**config.mk**
```make
export PLATFORM = sky130hd
export DESIGN_NAME = msi_agg
export DESIGN_NICKNAME = d
export VERILOG_FILES = /design/src/rtl/msi_agg_pkg.sv /design/src/rtl/msi_doorbell.sv /design/src/rtl/msi_csr_decode.sv /design/src/rtl/msi_group.sv /design/src/rtl/msi_agg.sv
export SDC_FILE = /design/constraint.sdc
export NUM_CORES = 1
export LEC_CHECK = 0
export CAP_MARGIN = 20
export CORE_MARGIN = 10
export CORE_UTILIZATION = 52
export CTS_CLUSTER_SIZE = 24
export DETAILED_ROUTE_END_ITERATION = 8
export PLACE_DENSITY = 0.95
export SLEW_MARGIN = 25
export SYNTH_ARGS = -nofsm -noshare
export SYNTH_HDL_FRONTEND = slang
export SYNTH_SLANG_ARGS = --single-unit
```
**constraint.sdc**
```tcl
create_clock -name clk -period 3.72 [get_ports clk]
set_input_delay 1.116 -clock clk [delete_from_list [all_inputs] [get_ports clk]]
set_output_delay 1.116 -clock clk [all_outputs]
set_load 0.01 [all_outputs]
```
**src/rtl/msi_agg_pkg.sv**
```systemverilog
package msi_agg_pkg;
  localparam int DOORBELL_OFS = 'h054;
  localparam int EOI_OFS      = 'h050;
  localparam int GRP_BASE     = 'h100;
  localparam int GRP_STRIDE_SH = 4;
  localparam int SUB_STAT     = 'h4;
  localparam int SUB_EN_SET   = 'h8;
  localparam int SUB_EN_CLR   = 'hC;

  typedef enum logic [1:0] {
    KIND_NONE  = 2'd0,
    KIND_STAT  = 2'd1,
    KIND_ENSET = 2'd2,
    KIND_ENCLR = 2'd3
  } reg_kind_e;
endpackage

```
**src/rtl/msi_doorbell.sv**
```systemverilog
module msi_doorbell
  import msi_agg_pkg::*;
#(
  parameter int N_GROUPS   = 8,
  parameter int GROUP_BITS = 4,
  parameter int ADDR_W     = 12,
  parameter int DATA_W     = 32
) (
  input  logic                                 msi_valid,
  input  logic [ADDR_W-1:0]                    msi_addr,
  input  logic [DATA_W-1:0]                    msi_data,
  output logic [N_GROUPS-1:0][GROUP_BITS-1:0]  set_arr
);
  localparam int NUM_VEC = N_GROUPS * GROUP_BITS;
  localparam int GIW = $clog2(N_GROUPS);
  localparam int BIW = $clog2(GROUP_BITS);

  logic           hit;
  logic [GIW-1:0] grp;
  logic [BIW-1:0] bpos;

  assign hit  = msi_valid && (msi_addr == ADDR_W'(DOORBELL_OFS))
                && (msi_data < DATA_W'(NUM_VEC));
  assign grp  = msi_data[GIW-1:0];
  assign bpos = msi_data[GIW +: BIW];

  for (genvar g = 0; g < N_GROUPS; g++) begin : g_grp
    for (genvar b = 0; b < GROUP_BITS; b++) begin : g_bit
      assign set_arr[g][b] = hit && (grp == GIW'(g)) && (bpos == BIW'(b));
    end
  end
endmodule

```
**src/rtl/msi_csr_decode.sv**
```systemverilog
module msi_csr_decode
  import msi_agg_pkg::*;
#(
  parameter int N_GROUPS = 8,
  parameter int ADDR_W   = 12,
  parameter int DATA_W   = 32,
  parameter int EOI_BIAS = 4
) (
  input  logic                        csr_valid,
  input  logic                        csr_write,
  input  logic [ADDR_W-1:0]           csr_addr,
  input  logic [DATA_W-1:0]           csr_wdata,
  output logic [N_GROUPS-1:0]         stat_clr_oh,
  output logic [N_GROUPS-1:0]         en_set_oh,
  output logic [N_GROUPS-1:0]         en_clr_oh,
  output logic [N_GROUPS-1:0]         eoi_oh,
  output reg_kind_e                   rd_kind,
  output logic [$clog2(N_GROUPS)-1:0] rd_grp
);
  localparam int GIW = $clog2(N_GROUPS);
  localparam int GRP_END = GRP_BASE + (N_GROUPS << GRP_STRIDE_SH);

  logic           in_grp;
  logic [GIW-1:0] grp;
  logic [3:0]     sub;
  reg_kind_e      kind;
  logic           wr;

  assign wr     = csr_valid && csr_write;
  assign in_grp = (csr_addr >= ADDR_W'(GRP_BASE)) && (csr_addr < ADDR_W'(GRP_END));
  assign grp    = GIW'((csr_addr - ADDR_W'(GRP_BASE)) >> GRP_STRIDE_SH);
  assign sub    = csr_addr[3:0];

  always_comb begin
    kind = KIND_NONE;
    if (in_grp) begin
      unique case (sub)
        4'(SUB_STAT):   kind = KIND_STAT;
        4'(SUB_EN_SET): kind = KIND_ENSET;
        4'(SUB_EN_CLR): kind = KIND_ENCLR;
        default:        kind = KIND_NONE;
      endcase
    end
  end

  for (genvar g = 0; g < N_GROUPS; g++) begin : g_strobe
    logic sel;
    assign sel            = wr && (grp == GIW'(g));
    assign stat_clr_oh[g] = sel && (kind == KIND_STAT);
    assign en_set_oh[g]   = sel && (kind == KIND_ENSET);
    assign en_clr_oh[g]   = sel && (kind == KIND_ENCLR);
    assign eoi_oh[g]      = wr && (csr_addr == ADDR_W'(EOI_OFS))
                            && (csr_wdata == DATA_W'(g + EOI_BIAS));
  end

  assign rd_kind = kind;
  assign rd_grp  = grp;
endmodule

```
**src/rtl/msi_group.sv**
```systemverilog
module msi_group #(
  parameter int GROUP_BITS = 4
) (
  input  logic                  clk,
  input  logic                  rst_n,
  input  logic [GROUP_BITS-1:0] set_bits,
  input  logic                  clr_we,
  input  logic                  en_set_we,
  input  logic                  en_clr_we,
  input  logic [GROUP_BITS-1:0] wbits,
  input  logic                  eoi,
  output logic [GROUP_BITS-1:0] status_o,
  output logic [GROUP_BITS-1:0] enable_o,
  output logic                  irq_o
);
  logic [GROUP_BITS-1:0] status_q, status_d;
  logic [GROUP_BITS-1:0] enable_q, enable_d;
  logic                  irq_q, irq_d;

  always_comb begin
    // a fresh doorbell overrides a clear of the same bit
    status_d = (status_q & ~(clr_we ? wbits : '0)) | set_bits;
    enable_d = (enable_q | (en_set_we ? wbits : '0)) & ~(en_clr_we ? wbits : '0);
    irq_d    = (|(status_d & enable_d)) && !eoi;
  end

  always_ff @(posedge clk) begin
    if (!rst_n) begin
      status_q <= '0;
      enable_q <= '0;
      irq_q    <= 1'b0;
    end else begin
      status_q <= status_d;
      enable_q <= enable_d;
      irq_q    <= irq_d;
    end
  end

  assign status_o = status_q;
  assign enable_o = enable_q;
  assign irq_o    = irq_q;
endmodule

```
**src/rtl/msi_agg.sv**
```systemverilog
module msi_agg
  import msi_agg_pkg::*;
#(
  parameter int N_GROUPS   = 8,
  parameter int GROUP_BITS = 4,
  parameter int ADDR_W     = 12,
  parameter int DATA_W     = 32,
  parameter int EOI_BIAS   = 4
) (
  input  logic                clk,
  input  logic                rst_n,
  input  logic                msi_valid,
  input  logic [ADDR_W-1:0]   msi_addr,
  input  logic [DATA_W-1:0]   msi_data,
  input  logic                csr_valid,
  input  logic                csr_write,
  input  logic [ADDR_W-1:0]   csr_addr,
  input  logic [DATA_W-1:0]   csr_wdata,
  output logic                csr_rvalid,
  output logic [DATA_W-1:0]   csr_rdata,
  output logic [N_GROUPS-1:0] irq_o
);
  localparam int GIW = $clog2(N_GROUPS);

  logic [N_GROUPS-1:0][GROUP_BITS-1:0] set_arr;
  logic [N_GROUPS-1:0][GROUP_BITS-1:0] stat_arr;
  logic [N_GROUPS-1:0][GROUP_BITS-1:0] en_arr;
  logic [N_GROUPS*GROUP_BITS-1:0]      stat_flat;
  logic [N_GROUPS-1:0] stat_clr_oh, en_set_oh, en_clr_oh, eoi_oh;
  reg_kind_e           rd_kind;
  logic [GIW-1:0]      rd_grp;
  logic [DATA_W-1:0]   rd_val;
  logic                rvalid_q;
  logic [DATA_W-1:0]   rdata_q;

  msi_doorbell #(
    .N_GROUPS(N_GROUPS), .GROUP_BITS(GROUP_BITS), .ADDR_W(ADDR_W), .DATA_W(DATA_W)
  ) u_dbl (
    .msi_valid(msi_valid), .msi_addr(msi_addr), .msi_data(msi_data), .set_arr(set_arr)
  );

  msi_csr_decode #(
    .N_GROUPS(N_GROUPS), .ADDR_W(ADDR_W), .DATA_W(DATA_W), .EOI_BIAS(EOI_BIAS)
  ) u_dec (
    .csr_valid(csr_valid), .csr_write(csr_write), .csr_addr(csr_addr),
    .csr_wdata(csr_wdata), .stat_clr_oh(stat_clr_oh), .en_set_oh(en_set_oh),
    .en_clr_oh(en_clr_oh), .eoi_oh(eoi_oh), .rd_kind(rd_kind), .rd_grp(rd_grp)
  );

  for (genvar g = 0; g < N_GROUPS; g++) begin : g_group
    msi_group #(.GROUP_BITS(GROUP_BITS)) u_grp (
      .clk(clk), .rst_n(rst_n), .set_bits(set_arr[g]), .clr_we(stat_clr_oh[g]),
      .en_set_we(en_set_oh[g]), .en_clr_we(en_clr_oh[g]),
      .wbits(csr_wdata[GROUP_BITS-1:0]), .eoi(eoi_oh[g]),
      .status_o(stat_arr[g]), .enable_o(en_arr[g]), .irq_o(irq_o[g])
    );
  end

  assign stat_flat = stat_arr;

  always_comb begin
    rd_val = '0;
    unique case (rd_kind)
      KIND_STAT:              rd_val = DATA_W'(stat_arr[rd_grp]);
      KIND_ENSET, KIND_ENCLR: rd_val = DATA_W'(en_arr[rd_grp]);
      default:                rd_val = '0;
    endcase
  end

  always_ff @(posedge clk) begin
    if (!rst_n) begin
      rvalid_q <= 1'b0;
      rdata_q  <= '0;
    end else begin
      rvalid_q <= csr_valid && !csr_write;
      if (csr_valid && !csr_write) rdata_q <= rd_val;
    end
  end

  assign csr_rvalid = rvalid_q;
  assign csr_rdata  = rdata_q;
endmodule

```
==> impl_metrics.json, run 1 <==
{
  "drv_cap": 0,
  "worst-r2r-cell-count": 4,
  "synth-async-reset-ratio_pct": 0,
  "drt_wl_total_um": 16300,
  "numClockSinks": 77,
  "drc": 0,
  "cp-start-kind": "primary input",
  "insertion_delay_ns": 0.36,
  "setup_tns_ns": 0,
  "crit_type": "primary input to flop",
  "grt_pass1_wl_um": 24700,
  "ant_nets": 0,
  "syn_avg_cell_area_um2": 8.95,
  "power_density_nw_per_um2": 301,
  "antenna_found_initial": 0,
  "regToRegEndpoint": "csr_rdata[1]$_SDFFE_PN0P_",
  "hold_start": "csr_rdata[0]$_SDFFE_PN0P_",
  "root_buffer": "clkbuf_8",
  "slew_headroom_pct": 32.7,
  "vdd_drop_max_uv": 235,
  "reg2reg_from": "g_group[7].u_grp.status_o[1]$_SDFF_PN0_",
  "layout_min_cycle_time_ns": 3.13,
  "cts_buffers": 9,
  "required_ns": 3.98,
  "gp_congestion": 0.994,
  "grt_pass1_vias": 4596,
  "worstSetupEndpoint": "g_group[5].u_grp.irq_o$_SDFF_PN0_",
  "syn_inst": 528,
  "drive_gt1_share_pct": 10.6,
  "die_x_um": 115,
  "rows": 34,
  "synth_cell_types": 46,
  "diodes": 0,
  "fill_cells": 679,
  "cts.hold.buffers_added": 0,
  "startpoint": "csr_addr[8]",
  "avgRoutedWirePerCell_um": 22.2,
  "fin_nets": 713,
  "min_path_type": "flop to flop",
  "h-tree-depth": 3,
  "synth_flop_cell": "dfxtp_1",
  "post_cts_resized": 0,
  "clock_path_buffers": 2,
  "dp_hpwl_um": 12500,
  "finalSetupViolCount": 0,
  "synth_edf_count": 0,
  "drtIter0Drc": 450,
  "io_buffers": 105,
  "finalHoldViolCount": 0,
  "max_clock_freq_mhz": 320,
  "rsz0062_at_grt": "false",
  "syn_area_um2": 4730,
  "post_cts_buffers": 0,
  "drt-pass1-iter-count": 5,
  "grt_start_max_net_pins": 53,
  "initial_core_util_pct": 53.7,
  "cts.clk_slew.worst_paths_ns": 0.08,
  "grt_use_total_pct": 23.7,
  "cts_tree": "yes",
  "fin_cells": 733,
  "synth_warnings": 0,
  "critPathMaxFanout": 8,
  "arrival_ns": 3.39,
  "multi_input_area_um2": 2850,
  "reg2reg_slack_ns": 2.19,
  "p_leak_uw": 0.00200,
  "area_growth_pct": 26.2,
  "final.setup_skew_ns": 0.00932,
  "num_io_pins": 134,
  "die_h_um": 115,
  "overflow": 0,
  "core_area_um2": 8810,
  "status": "finished clean",
  "drv_slew": 0,
  "dieArea_um2": 13300,
  "vias": 4626,
  "fin_crit_sh_pct": 84.1,
  "seq_area_frac_synth_pct": 32.6,
  "worstMarginPinSlew_ns": 1.01,
  "place_inst": 717,
  "viasPerCell": 6.31,
  "seq_area_um2": 1540,
  "end_kind": "flop",
  "yosys_register_bits": 77
}
cell usage after synthesis, types with 16 or more instances:
cell type / n / area (um^2)
nor2_1: 43 / 161
buf_4: 37 / 278
mux4_2: 16 / 360
dfxtp_1: 77 / 1540
nand3_1: 25 / 125
a21oi_1: 24 / 120
o21a_1: 33 / 248
a31oi_1: 19 / 119
nor3_1: 18 / 90.1
mux2i_1: 25 / 250
clkbuf_1: 21 / 78.8
nor2b_1: 53 / 332
critical path: stages:
cell and delay (ns):
clkdlybuf4s50_1 0.62, and2_1 0.27, nand4_1 0.43, nor2_1 0.28, mux2i_1 0.32, o32ai_1 0.15, o21ba_2 0.21
stage by stage:
stage | setup WS (ns) | cell area, um^2 | power, uW | hold WS [ns] | util [%]
finish | 0.591 | 5970 | 1790 | 0.510 | 67.7
global route | 0.498 | 5970 | 1840 | 0.553 | 67.7
CTS | 0.686 | 5970 | 1790 | 0.517 | 67.7
detailed placement | 0.309 | 5740 | 1090 | 0.490 | 65.2
global placement | 0.348 | 5740 | 1080 | 0.487 | 65.2
floorplan | 1.09 | 4830 | 967 | 0.497 | -
power breakdown:
| part | total [uW] | internal, uW | switching (uW) |
|---|---|---|---|
| Clock | 716 | 399 | 318 |
| Combinational | 250 | 133 | 117 |
| Sequential | 828 | 826 | 1.46 |
| Total | 1790 | 1360 | 436 |
area by class of cell:
| class | instances | area share [%] |
|---|---|---|
| Multi-Input combinational cell | 406 | 47.8 |
| Tap cell | 108 | 2.27 |
| Clock inverter | 5 | 1.38 |
| Sequential cell | 77 | 25.8 |
| Clock buffer | 11 | 2.37 |
| Inverter | 2 | 0.126 |
| Timing Repair Buffer | 124 | 20.2 |
layout by cell type, fill, tap and decap left out, drive strengths merged:
cell,instances
and3,10
clkbuf,11
o32ai,8
o21a,33
o211a,4
nor3b,12
dfxtp,77
o21ba,3
or3,3
o21ai,7
o31a,1
and2,7
nand3b,2
nor2,43
o32a,4
nand3,25
clkinv,2
nor2b,53
nor4,16
clkdlybuf4s50,105
nor4b,4
o22a,4
nand4,8
mux2i,25
nand2,15
buf,19
and3b,1
inv,3
nand2b,2
o221ai,4
a31oi,20
o21bai,3
bufinv,2
conb,28
and2b,3
mux4,16
nor3,18
a21oi,24
metal layers:
metal,share of wire [%],up-vias,track usage [%],wire (um)
met5,0,-,0,0
met4,3.9,0,10.2,640
met3,11,58,5.42,1780
met2,51,319,41.6,8240
met1,34,2183,27.0,5600
li1,-,2066,-,-
logic make-up (layout without fill, tap and decap cells):
| group | count (synthesis) | after routing | synth area share [%] |
|---|---|---|---|
| simple gates | 222 | 222 | 27.6 |
| compound gates | 115 | 115 | 17.6 |
| flops | 77 | 77 | 32.6 |
| buf+inv | 72 | 142 | 9.21 |
| mux | 41 | 41 | 12.9 |
| other cells | 1 | 28 | 0.0793 |
state kept, by name, indices dropped and copies added (netlist names):
register and cells:
g_group.u_grp.enable_o 32, g_group.u_grp.status_o 32, g_group.u_grp.irq_o 8, csr_rdata 4, csr_rvalid 1
worst min-delay path by stage:
stage | to | depth (start not counted)
after floorplan | g_group[6].u_grp.enable_o[3]$_SDFF_PN0_ | 2
after global placement | csr_rdata[3]$_SDFFE_PN0P_ | 1
after detailed placement | csr_rdata[3]$_SDFFE_PN0P_ | 1
after CTS | csr_rdata[0]$_SDFFE_PN0P_ | 1
after global routing | csr_rdata[2]$_SDFFE_PN0P_ | 1
final | csr_rdata[0]$_SDFFE_PN0P_ | 1
(Power assumes the default switching activity.)
==> run 2, diff against run 1 <==
--- a/config.mk
+++ b/config.mk
@@ -7,10 +7,10 @@
 export LEC_CHECK = 0
 export CAP_MARGIN = 20
 export CORE_MARGIN = 10
-export CORE_UTILIZATION = 52
+export CORE_UTILIZATION = 49
 export CTS_CLUSTER_SIZE = 24
 export DETAILED_ROUTE_END_ITERATION = 8
-export PLACE_DENSITY = 0.95
+export PLACE_DENSITY = 0.93
 export SLEW_MARGIN = 25
 export SYNTH_ARGS = -nofsm -noshare
 export SYNTH_HDL_FRONTEND = slang
==> constraint.sdc (replaced) <==
create_clock -name clk -period 2.9 [get_ports clk]
set_input_delay 0.87 -clock clk [delete_from_list [all_inputs] [get_ports clk]]
set_output_delay 0.87 -clock clk [all_outputs]
set_load 0.01 [all_outputs]
==> run 2 against run 1 <==
  * Utilization grew 1.3 points
  * Routed wire length grew 5.3%
  * Sequential power grew 28%
==> impl_metrics.json, run 2 (synthesis gave the netlist of run 1 again) <==
{
  "status": "finished clean",
  "h-tree-depth": 3,
  "drv_cap": 0,
  "io_buffers": 105,
  "final_common_cell": "clkdlybuf4s50_1",
  "fin_area_um2": 6440,
  "p_switching_uw": 558,
  "layout_min_cycle_time_ns": 2.79,
  "drive_gt1_share_pct": 17.7,
  "place_inst": 792,
  "required_ns": 3.14,
  "min_path_type": "flop to flop",
  "die_x_um": 118,
  "cts.hold.buffers_added": 0,
  "intPower_uw": 1780,
  "arrival_ns": 3.03,
  "end_kind": "flop",
  "diodes": 0,
  "cts.clk_slew.worst_paths_ns": 0.07,
  "root_buffer": "clkbuf_8",
  "avgRoutedWirePerCell_um": 21.2,
  "die_h_um": 118,
  "worstMarginPinSlew_ns": 0.678,
  "swShare_pct": 23.9,
  "drv_slew": 0,
  "cts_buffers": 9,
  "overflow": 0,
  "highest_layer": "met4",
  "rows": 35,
  "cts_tree": "yes",
  "drc": 0,
  "core_area_um2": 9330,
  "setup_ws_ns": 0.112,
  "drtIter0Drc": 661,
  "post_cts_buffers": 0,
  "antenna_found_initial": 0,
  "p_clk_share_pct": 39.9,
  "finalPower_uw": 2340,
  "wl_met3_um": 1730,
  "postPlaceCellArea_um2": 6210,
  "wirelength_met1_um": 5880,
  "finalSetupViolCount": 0,
  "initial_core_util_pct": 50.7,
  "max_clock_freq_mhz": 359,
  "fill_cells": 701,
  "numClockSinks": 77,
  "fin_util_pct": 69.0,
  "vias": 4943,
  "vdd_drop_max_uv": 250,
  "fin_cells": 808,
  "post-place-ws_ns": -0.183,
  "final_cell_mix": "clkdlybuf4s50_1 (105), dfxtp_1 (77), buf_4 (69)",
  "dp_hpwl_um": 13400,
  "dieArea_um2": 14000,
  "drt_wl_total_um": 17100,
  "final.setup_skew_ns": 0.00881,
  "fin_nets": 767,
  "finalHoldViolCount": 0,
  "insertion_delay_ns": 0.37,
  "power_density_nw_per_um2": 363,
  "num_io_pins": 134,
  "ant_nets": 0,
  "area_growth_pct": 36.2,
  "grt_pass1_wl_um": 26700,
  "p_comb_share_pct": 14.7,
  "sequentialPowerShare_pct": 45.4,
  "viasPerCell": 6.12,
  "clock_path_buffers": 2,
  "grt_pass1_vias": 5025,
  "dr_wl_met2_um": 8460,
  "post_cts_resized": 0,
  "grt_use_total_pct": 23.6,
  "p_leak_uw": 0.00226,
  "rsz0062_at_grt": "false",
  "gp_congestion": 1.03,
  "fin_crit_sh_pct": 96.1,
  "critPathMaxFanout": 11,
  "cp-start-kind": "primary input",
  "grt_start_max_net_pins": 33,
  "slew_headroom_pct": 54.7,
  "drt-pass1-iter-count": 6,
  "crit_type": "primary input to flop"
}
## run 2: area by class of cell
type	count	area [um^2]	share of cell area, %
Multi-Input combinational cell	406	2850	44.3
Timing Repair Buffer	178	1650	25.6
Sequential cell	77	1540	24.0
Tap cell	129	161	2.51
Clock buffer	12	155	2.41
Clock inverter	4	70.1	1.09
Inverter	2	7.51	0.117
## run 2: layer usage
metal  up-vias  global-route usage, %
met1      2296                   25.7
met3       111                   6.24
met5         -                      0
li1       2172                      -
met2       364                   40.6
met4         0                   13.3
## run 2: power groups by stage
stage          clock network (uW)  logic, uW  registers, uW
5_1_grt                       983        362           1060
2_1_floorplan                   0        152           1090
4_1_cts                       936        336           1060
3_3_place_gp                    0        325           1090
3_5_place_dp                    0        334           1090
6_report                      933        344           1060
## run 2: worst max-delay path: stages
cell,delay (ns)
clkdlybuf4s50_1,0.41
nor4_2,0.30
buf_4,0.22
and3_1,0.24
nand2_1,0.25
nor3_1,0.42
o32a_1,0.24
a21oi_1,0.08
## run 2: path summary, 6_finish.rpt
path	startpoint	endpoint	slack, ns	cells past startpoint
worst max-delay path	csr_addr[11]	g_group[7].u_grp.irq_o$_SDFF_PN0_	0.11	8
worst min register to register	csr_rdata[1]$_SDFFE_PN0P_	csr_rdata[1]$_SDFFE_PN0P_	0.52	1
worst max register to register	g_group[5].u_grp.status_o[1]$_SDFF_PN0_	csr_rdata[1]$_SDFFE_PN0P_	1.30	4
worst min-delay path	csr_rdata[1]$_SDFFE_PN0P_	csr_rdata[1]$_SDFFE_PN0P_	0.52	1
## run 2: per-stage QoR
stage,setup TNS [ns],hold WS (ns)
finish,0,0.517
global route,0,0.529
CTS,0,0.514
detailed placement,-1.02,0.493
global placement,-0.342,0.487
floorplan,0,0.497
